### src/rtl/conv_result_lock.sv
module conv_result_lock #(
  parameter int RES_W = 10
) (
  input  logic             clk,
  input  logic             rst_n,
  input  logic             conv_done,
  input  logic [RES_W-1:0] conv_data,
  input  logic             left_adj,
  input  logic             rd_lo,
  input  logic             rd_hi,
  input  logic             flag_clr,
  output logic [7:0]       lo_byte,
  output logic [7:0]       hi_byte,
  output logic             conv_flag
);
  localparam int PAD = 16 - RES_W;

  logic [RES_W-1:0] res_q;
  logic             lock_q;
  logic             flag_q;
  logic             accept;
  logic [15:0]      word;

  assign accept = conv_done & (rd_hi | (~lock_q & ~rd_lo));

  always_ff @(posedge clk or negedge rst_n) begin
    if (!rst_n) begin
      res_q  <= '0;
      lock_q <= 1'b0;
      flag_q <= 1'b0;
    end else begin
      if (accept)
        res_q <= conv_data;
      if (rd_hi)
        lock_q <= 1'b0;
      else if (rd_lo)
        lock_q <= 1'b1;
      flag_q <= conv_done | (flag_q & ~flag_clr);
    end
  end

  assign word      = left_adj ? {res_q, {PAD{1'b0}}} : {{PAD{1'b0}}, res_q};
  assign lo_byte   = word[7:0];
  assign hi_byte   = word[15:8];
  assign conv_flag = flag_q;
endmodule


### config.mk
export PLATFORM = sky130hd
export DESIGN_NAME = conv_result_lock
export DESIGN_NICKNAME = d
export VERILOG_FILES = /design/src/rtl/conv_result_lock.sv
export SDC_FILE = /design/constraint.sdc
export NUM_CORES = 1
export LEC_CHECK = 0
export CAP_MARGIN = 20
export CORE_AREA = 4 4 41 43
export DETAILED_ROUTE_END_ITERATION = 10
export DIE_AREA = 0 0 45 47
export DONT_BUFFER_PORTS = 1
export GPL_TIMING_DRIVEN = 0
export REMOVE_ABC_BUFFERS = 1
export SYNTH_ARGS = -nofsm -noshare
export SYNTH_HDL_FRONTEND = slang
export SYNTH_SLANG_ARGS = --single-unit
### constraint.sdc
create_clock -name clk -period 1.2 [get_ports clk]
set_clock_uncertainty 0.05 [all_clocks]
set_input_delay 0.24 -clock clk [delete_from_list [all_inputs] [get_ports clk]]
set_output_delay 0.24 -clock clk [all_outputs]
set_load 0.01 [all_outputs]
==> results.yml, run 1 <==
worst_setup_path:
  worst_ep_required_time_ns: 0.91
  criticalPathCategory: "reg2out"
  worst_setup_path_end_kind: "output port"
  crit_path_start_kind: "flip-flop"
  r2r_cells: 3
  timing.critical_path.fanout_max: 2
  critical-path-max-stage-delay_ns: 0.35
  critical_path_arrival_ns: 0.86
  worst_r2r_startpoint: "lock_q"
  crit_chain: "inv_1 > nor2_1"
  worstPathBufferInverterCount: 1
  crit_family: "flip-flops"
  setup.reg_to_reg.worst_slack_ns: 0.13
  crit_reg_reg_endpoint: "res_q[2]"
  timing.critical_path.slowest_stage_cell: "sky130_fd_sc_hd__dfrtp_1"
placement:
  globalplace.congestion: 0.636
  number_of_i_o_port_buffers: 0
  placed_cell_area_um2: 623
  place.detailed.hpwl_um: 966
synthesis:
  yosys_top_cell_area_share: 0.480
  post_synth_num_cell_types: 12
  ys_ff_latch: 12
  synth_largest_area_cell: "sky130_fd_sc_hd__dfrtp_1"
  synthArstFlopShare: 1.00
  ys.warnings.count: 0
  synth-edff-count: 0
  synth_area_um2: 626
  synthesis.area_per_instance_um2: 8.69
  synth-main-ff-cell: "sky130_fd_sc_hd__dfrtp_1"
  synth_top_cells_by_count: "sky130_fd_sc_hd__nand2_1, sky130_fd_sc_hd__dfrtp_1, sky130_fd_sc_hd__inv_1, sky130_fd_sc_hd__o32ai_1, sky130_fd_sc_hd__and2_1"
  synth_seq_area_share: 0.480
  dominant_cell_by_count_in_the_synthesized_netlist: "sky130_fd_sc_hd__nand2_1"
  postSynthCellCount: 72
  synth.top_cells.by_area: "sky130_fd_sc_hd__dfrtp_1, sky130_fd_sc_hd__o32ai_1, sky130_fd_sc_hd__nand2_1"
drt:
  dr_total_vias: 505
  antenna_left: 0
  drt_wl_total_um: 1350
  drtPass1Iterations: 3
  via_per_inst: 5.67
  wire_per_inst_um: 15.1
  post-route-drc-count: 0
  drt_iter0_markers: 3
cts:
  numClockSinks: 12
  cts_tree: "built"
  cts.path.max_buffers: 2
  clock_insertion_delay_worst_skew_ns: 0.27
  cts.htree.levels: 1
  cts_root_buf: "sky130_fd_sc_hd__clkbuf_4"
  clock_slew_at_reported_path_ffs_ns: 0.08
  cts_buffers: 3
sta:
  hold_viol_final: 0
  rsz0062_at_grt: "false"
  tns_ns: 0
  period_share: 0.961
  fmax_mhz: 867
  tightestPinTransition_ns: 0.507
  slew-limit-headroom: 0.661
  report.final.slew_viol_count: 0
  min_period_ns: 1.15
  final_setup_violating_endpoints: 0
grt:
  grt_antenna_before_repair: 0
  grt_start_max_net_pins: 21
  first_global_vias: 481
  first_pass_grt_wire_length_um: 2150
  globalRoute.totalOverflow: 0
  grt.total_usage: 0.144
worst_hold_path:
  timing.hold.worst.class: "in2reg"
  min-delay-start: "conv_done"
  min_delay_worst_endpoint: "res_q[6]"
  cell_depth_of_the_worst_hold_path: 2
floorplan:
  floorplan.initialDensity: 0.481
  die_height_um: 47
  die_x_um: 45
  io-pin-count: 34
  placement_rows: 13
  die-area_um2: 2120
  core_region_area_um2: 1300
layout:
  area_growth_pct: 13.0
  layout.cell_area.non_filler_um2: 707
  final_nets: 92
  layout-drive-gt1-share: 0.176
  antennaDiodeCount: 0
  post-route-util: 0.543
power_and_ir_drop:
  leakage_uw: 0.000325
  power-per-cell-area_nw_per_um2: 1410
  max-vdd-ir-drop_mv: 0.741
  power.total_uw: 995
status:
  run_status: "finished, final reports clean"
run:
  max-cap-violations: 0
-- report_power, final --
| group | switching (uW) | leakage [uW] | internal, uW |
|---|---|---|---|
| Sequential | 24.6 | 0.000147 | 453 |
| Clock | 138 | 0.0000210 | 184 |
| Combinational | 118 | 0.000156 | 76.8 |
-- sequential cells by signal (all words and copies together) (netlist names) --
signal and flops:
lock_q 1, res_q 10, conv_flag 1
-- worst max path at each step --
stage / from / end / cells after the start
2_1_floorplan: lock_q / res_q[0] / 2
3_3_place_gp: lock_q / res_q[8] / 2
3_5_place_dp: lock_q / res_q[2] / 2
4_1_cts: res_q[9] / hi_byte[1] / 2
5_1_grt: res_q[1] / lo_byte[1] / 2
6_report: res_q[1] / lo_byte[1] / 2
-- what timing repair did --
action | 4_1_cts | 5_1_grt
gates cloned | 0 | 0
hold endpoints to repair | 13 | 0
setup buffers | 0 | 1
pin swaps | 0 | 1
endpoints found under the setup margin | 4 | 16
resized for setup | 4 | 6
hold buffers | 2 | 0
-- stage by stage --
stage	setup WS (ns)	hold slack, ns	std cells
CTS	0.00497	0.0397	88
finish	0.0462	0.0465	89
global placement	0.0470	-0.105	82
global route	0.00437	0.0582	89
floorplan	0.165	-0.106	67
detailed placement	0.0242	-0.105	82
-- cell families after synthesis --
logic type             Yosys count  synth area share
AND/OR/NAND/NOR                 28             0.220
flip-flops                      12             0.480
buffers and inverters           16             0.100
AO/OA/AOI/OAI                   16             0.200
-- cells in the final DEF (no fill, tap or decap), drive strengths merged --
cell type,n
clkbuf,4
dfrtp,12
o21ai,4
and2,7
nand2,14
buf,1
nor3b,1
o32ai,10
inv,11
nor2,6
o21ba,1
dlygate4sd3,2
a21o,1
-- layout make-up --
class                           instances  area [um^2]
Fill cell                             142          594
Sequential cell                        12          300
Multi-Input combinational cell         44          283
Inverter                               11         41.3
Clock buffer                            4         36.3
Timing Repair Buffer                    3         27.5
Tap cell                               15         18.8
-- routing by layer --
layer | global-route usage | routed length [um] | up-vias
li1 | - | - | 246
met1 | 0.162 | 534 | 234
met2 | 0.243 | 687 | 20
met3 | 0.0307 | 94 | 5
met4 | 0.105 | 31 | 0
met5 | 0 | 0 | -
-- worst register-to-register path, delay by kind of cell (launching register included) --
kind | cells | cell delay [ns]
AO/OA/AOI/OAI | 1 | 0.10
buffers and inverters | 1 | 0.19
flip-flops | 1 | 0.41
AND/OR/NAND/NOR | 1 | 0.19
(Power assumes the default switching activity.)
==> run 2: changes to the inputs <==
==> constraint.sdc (replaced) <==
create_clock -name clk -period 1.2 [get_ports clk]
set_clock_uncertainty 0.05 [all_clocks]
set_input_delay 0.12 -clock clk [delete_from_list [all_inputs] [get_ports clk]]
set_output_delay 0.12 -clock clk [all_outputs]
set_load 0.01 [all_outputs]
==> run 2 against run 1 <==
Against the previous run:
- power grew 3.2%
- sequential cell count unchanged
- combinational power grew 14%
- die area stayed put
- count of clock-buffer cells in the layout unchanged
- non-clock buffer count grew 11
- sequential share of layout area fell by 5.4 points
- design area rose by 15%
- setup slack better by 0.0053 ns
- cell count up 12%
- fmax increased by 0.46%
==> results.yml, run 2 (synthesis results as in run 1) <==
placement:
  number_of_i_o_port_buffers: 0
  globalplace.congestion: 0.636
  setup_slack_after_placement_ns: 0.0242
  place.detailed.hpwl_um: 966
  placed_cell_area_um2: 623
cts:
  cts.path.max_buffers: 2
  clock_slew_at_reported_path_ffs_ns: 0.08
  cts_root_buf: "sky130_fd_sc_hd__clkbuf_4"
  cts_tree: "built"
  numClockSinks: 12
  cts_buffers: 3
  cts.htree.levels: 1
  clock_insertion_delay_worst_skew_ns: 0.27
layout:
  antennaDiodeCount: 0
  n_fill_cell: 128
  leading_cell_types_in_the_layout_fill_and_taps_excluded: "sky130_fd_sc_hd__nand2_1, sky130_fd_sc_hd__dlygate4sd3_1, sky130_fd_sc_hd__dfrtp_1, sky130_fd_sc_hd__inv_1, sky130_fd_sc_hd__o32ai_1"
  layout.cell_area.non_filler_um2: 810
  top_register: "res_q"
  commonest_non_fill_non_tap_cell_in_the_layout: "sky130_fd_sc_hd__nand2_1"
  final_nets: 103
  area_growth_pct: 29.4
  number_of_flip_flops_under_the_largest_register_name: 10
  layout-drive-gt1-share: 0.0824
floorplan:
  die_x_um: 45
  core_region_area_um2: 1300
  floorplan.initialDensity: 0.481
  placement_rows: 13
  die-area_um2: 2120
  io-pin-count: 34
  die_height_um: 47
worst_setup_path:
  timing.critical_path.fanout_max: 2
  criticalPathCategory: "reg2out"
  timing.critical_path.slowest_stage_cell: "sky130_fd_sc_hd__dfrtp_1"
  critical_path_arrival_ns: 0.98
  worstPathBufferInverterCount: 1
  worst_ep_required_time_ns: 1.03
  crit_chain: "inv_1 > o21ai_0"
  setup.reg_to_reg.worst_slack_ns: 0.13
  critical-path-max-stage-delay_ns: 0.35
  crit_path_start_kind: "flip-flop"
  crit_family: "flip-flops"
  worst_setup_path_end_kind: "output port"
sta:
  min_period_ns: 1.15
  timing.final.ws_setup_ns: 0.0515
  tightestPinTransition_ns: 0.519
  rsz0062_at_grt: "false"
  report.final.slew_viol_count: 0
  slew-limit-headroom: 0.653
  final_setup_violating_endpoints: 0
  period_share: 0.957
  hold_viol_final: 0
  tns_ns: 0
  fmax_mhz: 871
grt:
  grt.total_usage: 0.162
  grt_antenna_before_repair: 0
  first_pass_grt_wire_length_um: 2420
  first_global_vias: 566
  grt_start_max_net_pins: 21
  globalRoute.totalOverflow: 0
drt:
  via_per_inst: 5.41
  antenna_left: 0
  post-route-drc-count: 0
  drt_iter0_markers: 7
  wire_per_inst_um: 15.2
  drt_wl_total_um: 1520
  dr_total_vias: 541
  drtPass1Iterations: 4
run:
  max-cap-violations: 0
power_and_ir_drop:
  max-vdd-ir-drop_mv: 0.730
  power-per-cell-area_nw_per_um2: 1270
  leakage_uw: 0.000368
worst_hold_path:
  timing.hold.worst.class: "in2reg"
status:
  run_status: "finished, final reports clean"
[run 2: changes by cell type in the layout (fill, tap and decap cells not counted), sizes merged]
cell         previous run  this run
dlygate4sd3             2        13
[run 2: area by class of cell]
cell class / instances / area (um^2) / share of cell area
Clock buffer: 4 / 36.3 / 0.0448
Inverter: 11 / 41.3 / 0.0510
Multi-Input combinational cell: 44 / 263 / 0.325
Sequential cell: 12 / 300 / 0.371
Tap cell: 15 / 18.8 / 0.0232
Timing Repair Buffer: 14 / 150 / 0.185
[run 2: what timing repair did]
item / CTS / global route
setup endpoints to repair: 0 / 13
gates resized for setup: 0 / 3
hold buffers: 13 / 0
setup buffers: 0 / 1
endpoints found under the hold margin: 23 / 0
[run 2: per-stage QoR]
stage / utilization / std cells / hold slack [ns] / power [uW]
CTS: 0.607 / 99 / 0.0703 / 1030
floorplan: - / 67 / -0.226 / 627
global route: 0.622 / 100 / 0.0783 / 1080
global placement: 0.479 / 82 / -0.225 / 650
finish: 0.622 / 100 / 0.0860 / 1030
detailed placement: 0.479 / 82 / -0.225 / 655
[run 2: final timing paths]
check / start / cells after the start / end
worst min-delay path: rd_hi / 1 / lock_q
worst min register to register: conv_flag / 1 / conv_flag
max in group asynchronous: rst_n / 1 / res_q[2]
min in group asynchronous: rst_n / 1 / res_q[5]
worst max-delay path: res_q[9] / 2 / hi_byte[1]
worst max register to register: lock_q / 3 / res_q[2]
[run 2: where the power goes]
group | total, uW | switching (uW) | internal, uW
Sequential | 478 | 24.6 | 453
Clock | 326 | 141 | 184
Combinational | 223 | 125 | 98.3
Total | 1030 | 291 | 736
[run 2: metal layers]
metal  routed length [um]  vias to the layer above  GRT usage
met3                   82                        2     0.0230
met1                  649                      256      0.196
met2                  779                       17      0.271
met5                    0                        -          0
met4                    9                        0      0.105
li1                     -                      266          -
[run 2: worst reg2reg max path, cell delays in order, from the launching register on]
cell	delay (ns)
sky130_fd_sc_hd__dfrtp_1	0.41
sky130_fd_sc_hd__nor3b_4	0.24
sky130_fd_sc_hd__buf_12	0.16
sky130_fd_sc_hd__o32ai_1	0.09
==> run 3: changes to the inputs <==
--- a/config.mk
+++ b/config.mk
@@ -6,11 +6,14 @@
 export NUM_CORES = 1
 export LEC_CHECK = 0
 export CAP_MARGIN = 20
-export CORE_AREA = 4 4 41 43
+export CELL_PAD_IN_SITES_DETAIL_PLACEMENT = 1
+export CELL_PAD_IN_SITES_GLOBAL_PLACEMENT = 1
+export CORE_MARGIN = 4
+export CORE_UTILIZATION = 40
 export DETAILED_ROUTE_END_ITERATION = 10
-export DIE_AREA = 0 0 45 47
 export DONT_BUFFER_PORTS = 1
 export GPL_TIMING_DRIVEN = 0
+export PLACE_DENSITY_LB_ADDON = 0.1
 export REMOVE_ABC_BUFFERS = 1
 export SYNTH_ARGS = -nofsm -noshare
 export SYNTH_HDL_FRONTEND = slang
==> run 3 against run 2 <==
Against the previous run:
- via count increased by 3.9%
- first-iteration DRC count increased by 57%
- wire length is 18% higher
- highest routed layer unchanged
- setup slack better by 0.039 ns
- critical path type is now in2reg
- largest power group unchanged
- critical endpoint is now res_q[0]
- fmax rose by 3.6%
==> results.yml, run 3 (synthesis results as in run 1) <==
layout:
  antennaDiodeCount: 0
  layout-drive-gt1-share: 0.0824
  number_of_flip_flops_under_the_largest_register_name: 10
  top_register: "res_q"
  area_growth_pct: 29.6
  commonest_non_fill_non_tap_cell_in_the_layout: "sky130_fd_sc_hd__nand2_1"
  leading_cell_types_in_the_layout_fill_and_taps_excluded: "sky130_fd_sc_hd__nand2_1, sky130_fd_sc_hd__dlygate4sd3_1, sky130_fd_sc_hd__dfrtp_1, sky130_fd_sc_hd__inv_1, sky130_fd_sc_hd__o32ai_1"
  final_nets: 103
status:
  run_status: "finished, final reports clean"
cts:
  cts.htree.levels: 1
  cts.path.max_buffers: 2
  numClockSinks: 12
  cts_buffers: 3
  clock_slew_at_reported_path_ffs_ns: 0.08
  cts_root_buf: "sky130_fd_sc_hd__clkbuf_4"
  cts_tree: "built"
  clock_insertion_delay_worst_skew_ns: 0.28
floorplan:
  io-pin-count: 34
  die_height_um: 47.5
  floorplan.initialDensity: 0.420
  die-area_um2: 2260
  die_x_um: 47.5
  core_region_area_um2: 1490
  placement_rows: 14
run:
  max-cap-violations: 0
grt:
  grt_antenna_before_repair: 0
  first_global_vias: 533
  grt.total_usage: 0.172
  globalRoute.totalOverflow: 0
  grt_start_max_net_pins: 21
  first_pass_grt_wire_length_um: 2640
power_and_ir_drop:
  max-vdd-ir-drop_mv: 0.716
  power.total_uw: 1040
  leakage_uw: 0.000368
  power-per-cell-area_nw_per_um2: 1280
drt:
  antenna_left: 0
  drt_wl_total_um: 1790
  drtPass1Iterations: 4
  dr_total_vias: 562
  via_per_inst: 5.56
  drt_iter0_markers: 11
  wire_per_inst_um: 17.7
  post-route-drc-count: 0
worst_setup_path:
  criticalPathCategory: "in2reg"
  crit_chain: "dlygate4sd3_1 > nand2_1 > o32ai_1"
  timing.critical_path.fanout_max: 11
  critical_path_arrival_ns: 1.23
  timing.critical_path.slowest_stage_cell: "sky130_fd_sc_hd__dlygate4sd3_1"
  crit_path_start_kind: "input pin"
  worst_setup_path_end_kind: "flip-flop"
  worst_ep_required_time_ns: 1.32
  worst_r2r_startpoint: "lock_q"
  critical-path-max-stage-delay_ns: 0.81
  cp-startpoint: "conv_done"
placement:
  number_of_i_o_port_buffers: 0
  globalplace.congestion: 0.633
  place.detailed.hpwl_um: 1050
worst_hold_path:
  timing.hold.worst.class: "in2reg"
  min-delay-start: "rd_hi"
sta:
  slew-limit-headroom: 0.616
  final_setup_violating_endpoints: 0
  tightestPinTransition_ns: 0.574
  rsz0062_at_grt: "false"
  fmax_mhz: 902
  report.final.slew_viol_count: 0
  hold_viol_final: 0
  min_period_ns: 1.11
  tns_ns: 0
  period_share: 0.924
[run 3: final timing paths]
check	end	slack [ns]	cells past startpoint
hold / removal	lock_q	0.08	1
min in group asynchronous	res_q[7]	0.22	1
hold reg to reg	res_q[6]	0.52	2
setup / recovery	res_q[0]	0.09	3
max in group asynchronous	res_q[9]	0.50	1
setup reg to reg	res_q[0]	0.12	3
[run 3: layer usage]
| metal | wire, um | global-route usage |
|---|---|---|
| met1 | 680 | 0.225 |
| met2 | 959 | 0.283 |
| met4 | 21 | 0.0484 |
| met3 | 126 | 0.0414 |
| met5 | 0 | 0 |
[run 3: final cells by class]
class / count / area [um^2]
Clock buffer: 4 / 36.3
Fill cell: 169 / 678
Inverter: 11 / 41.3
Multi-Input combinational cell: 44 / 263
Sequential cell: 12 / 300
Tap cell: 16 / 20.0
Timing Repair Buffer: 14 / 150
[run 3: per-stage QoR]
step	setup slack, ns	instances	area (um^2)	hold slack (ns)	utilization
global placement	0.00209	83	624	-0.225	0.419
global route	0.0229	101	811	0.0688	0.545
CTS	0.00738	100	791	0.0695	0.531
floorplan	0.165	67	604	-0.226	-
finish	0.0909	101	811	0.0829	0.545
detailed placement	0.00405	83	624	-0.225	0.419
[run 3: repair_timing]
| item | 4_1_cts | 5_1_grt |
|---|---|---|
| setup endpoints to repair | 1 | 14 |
| gates cloned | 0 | 0 |
| buffers inserted | 0 | 1 |
| hold endpoints to repair | 23 | 0 |
| gates resized for setup | 0 | 4 |
| hold buffers | 13 | 0 |
| pin swaps | 1 | 1 |
[run 3: report_power, final]
group	switching [uW]	leakage (uW)	total [uW]	internal (uW)
registers	25.4	0.000147	479	453
clock network	144	0.0000210	329	185
logic	130	0.000200	229	98.9
[run 3: critical path: cells and delay by family]
family	cells	cell delay, ns
AOI/OAI and AO/OA	1	0.17
buffers and inverters	1	0.81
and+or+nand+nor	1	0.13
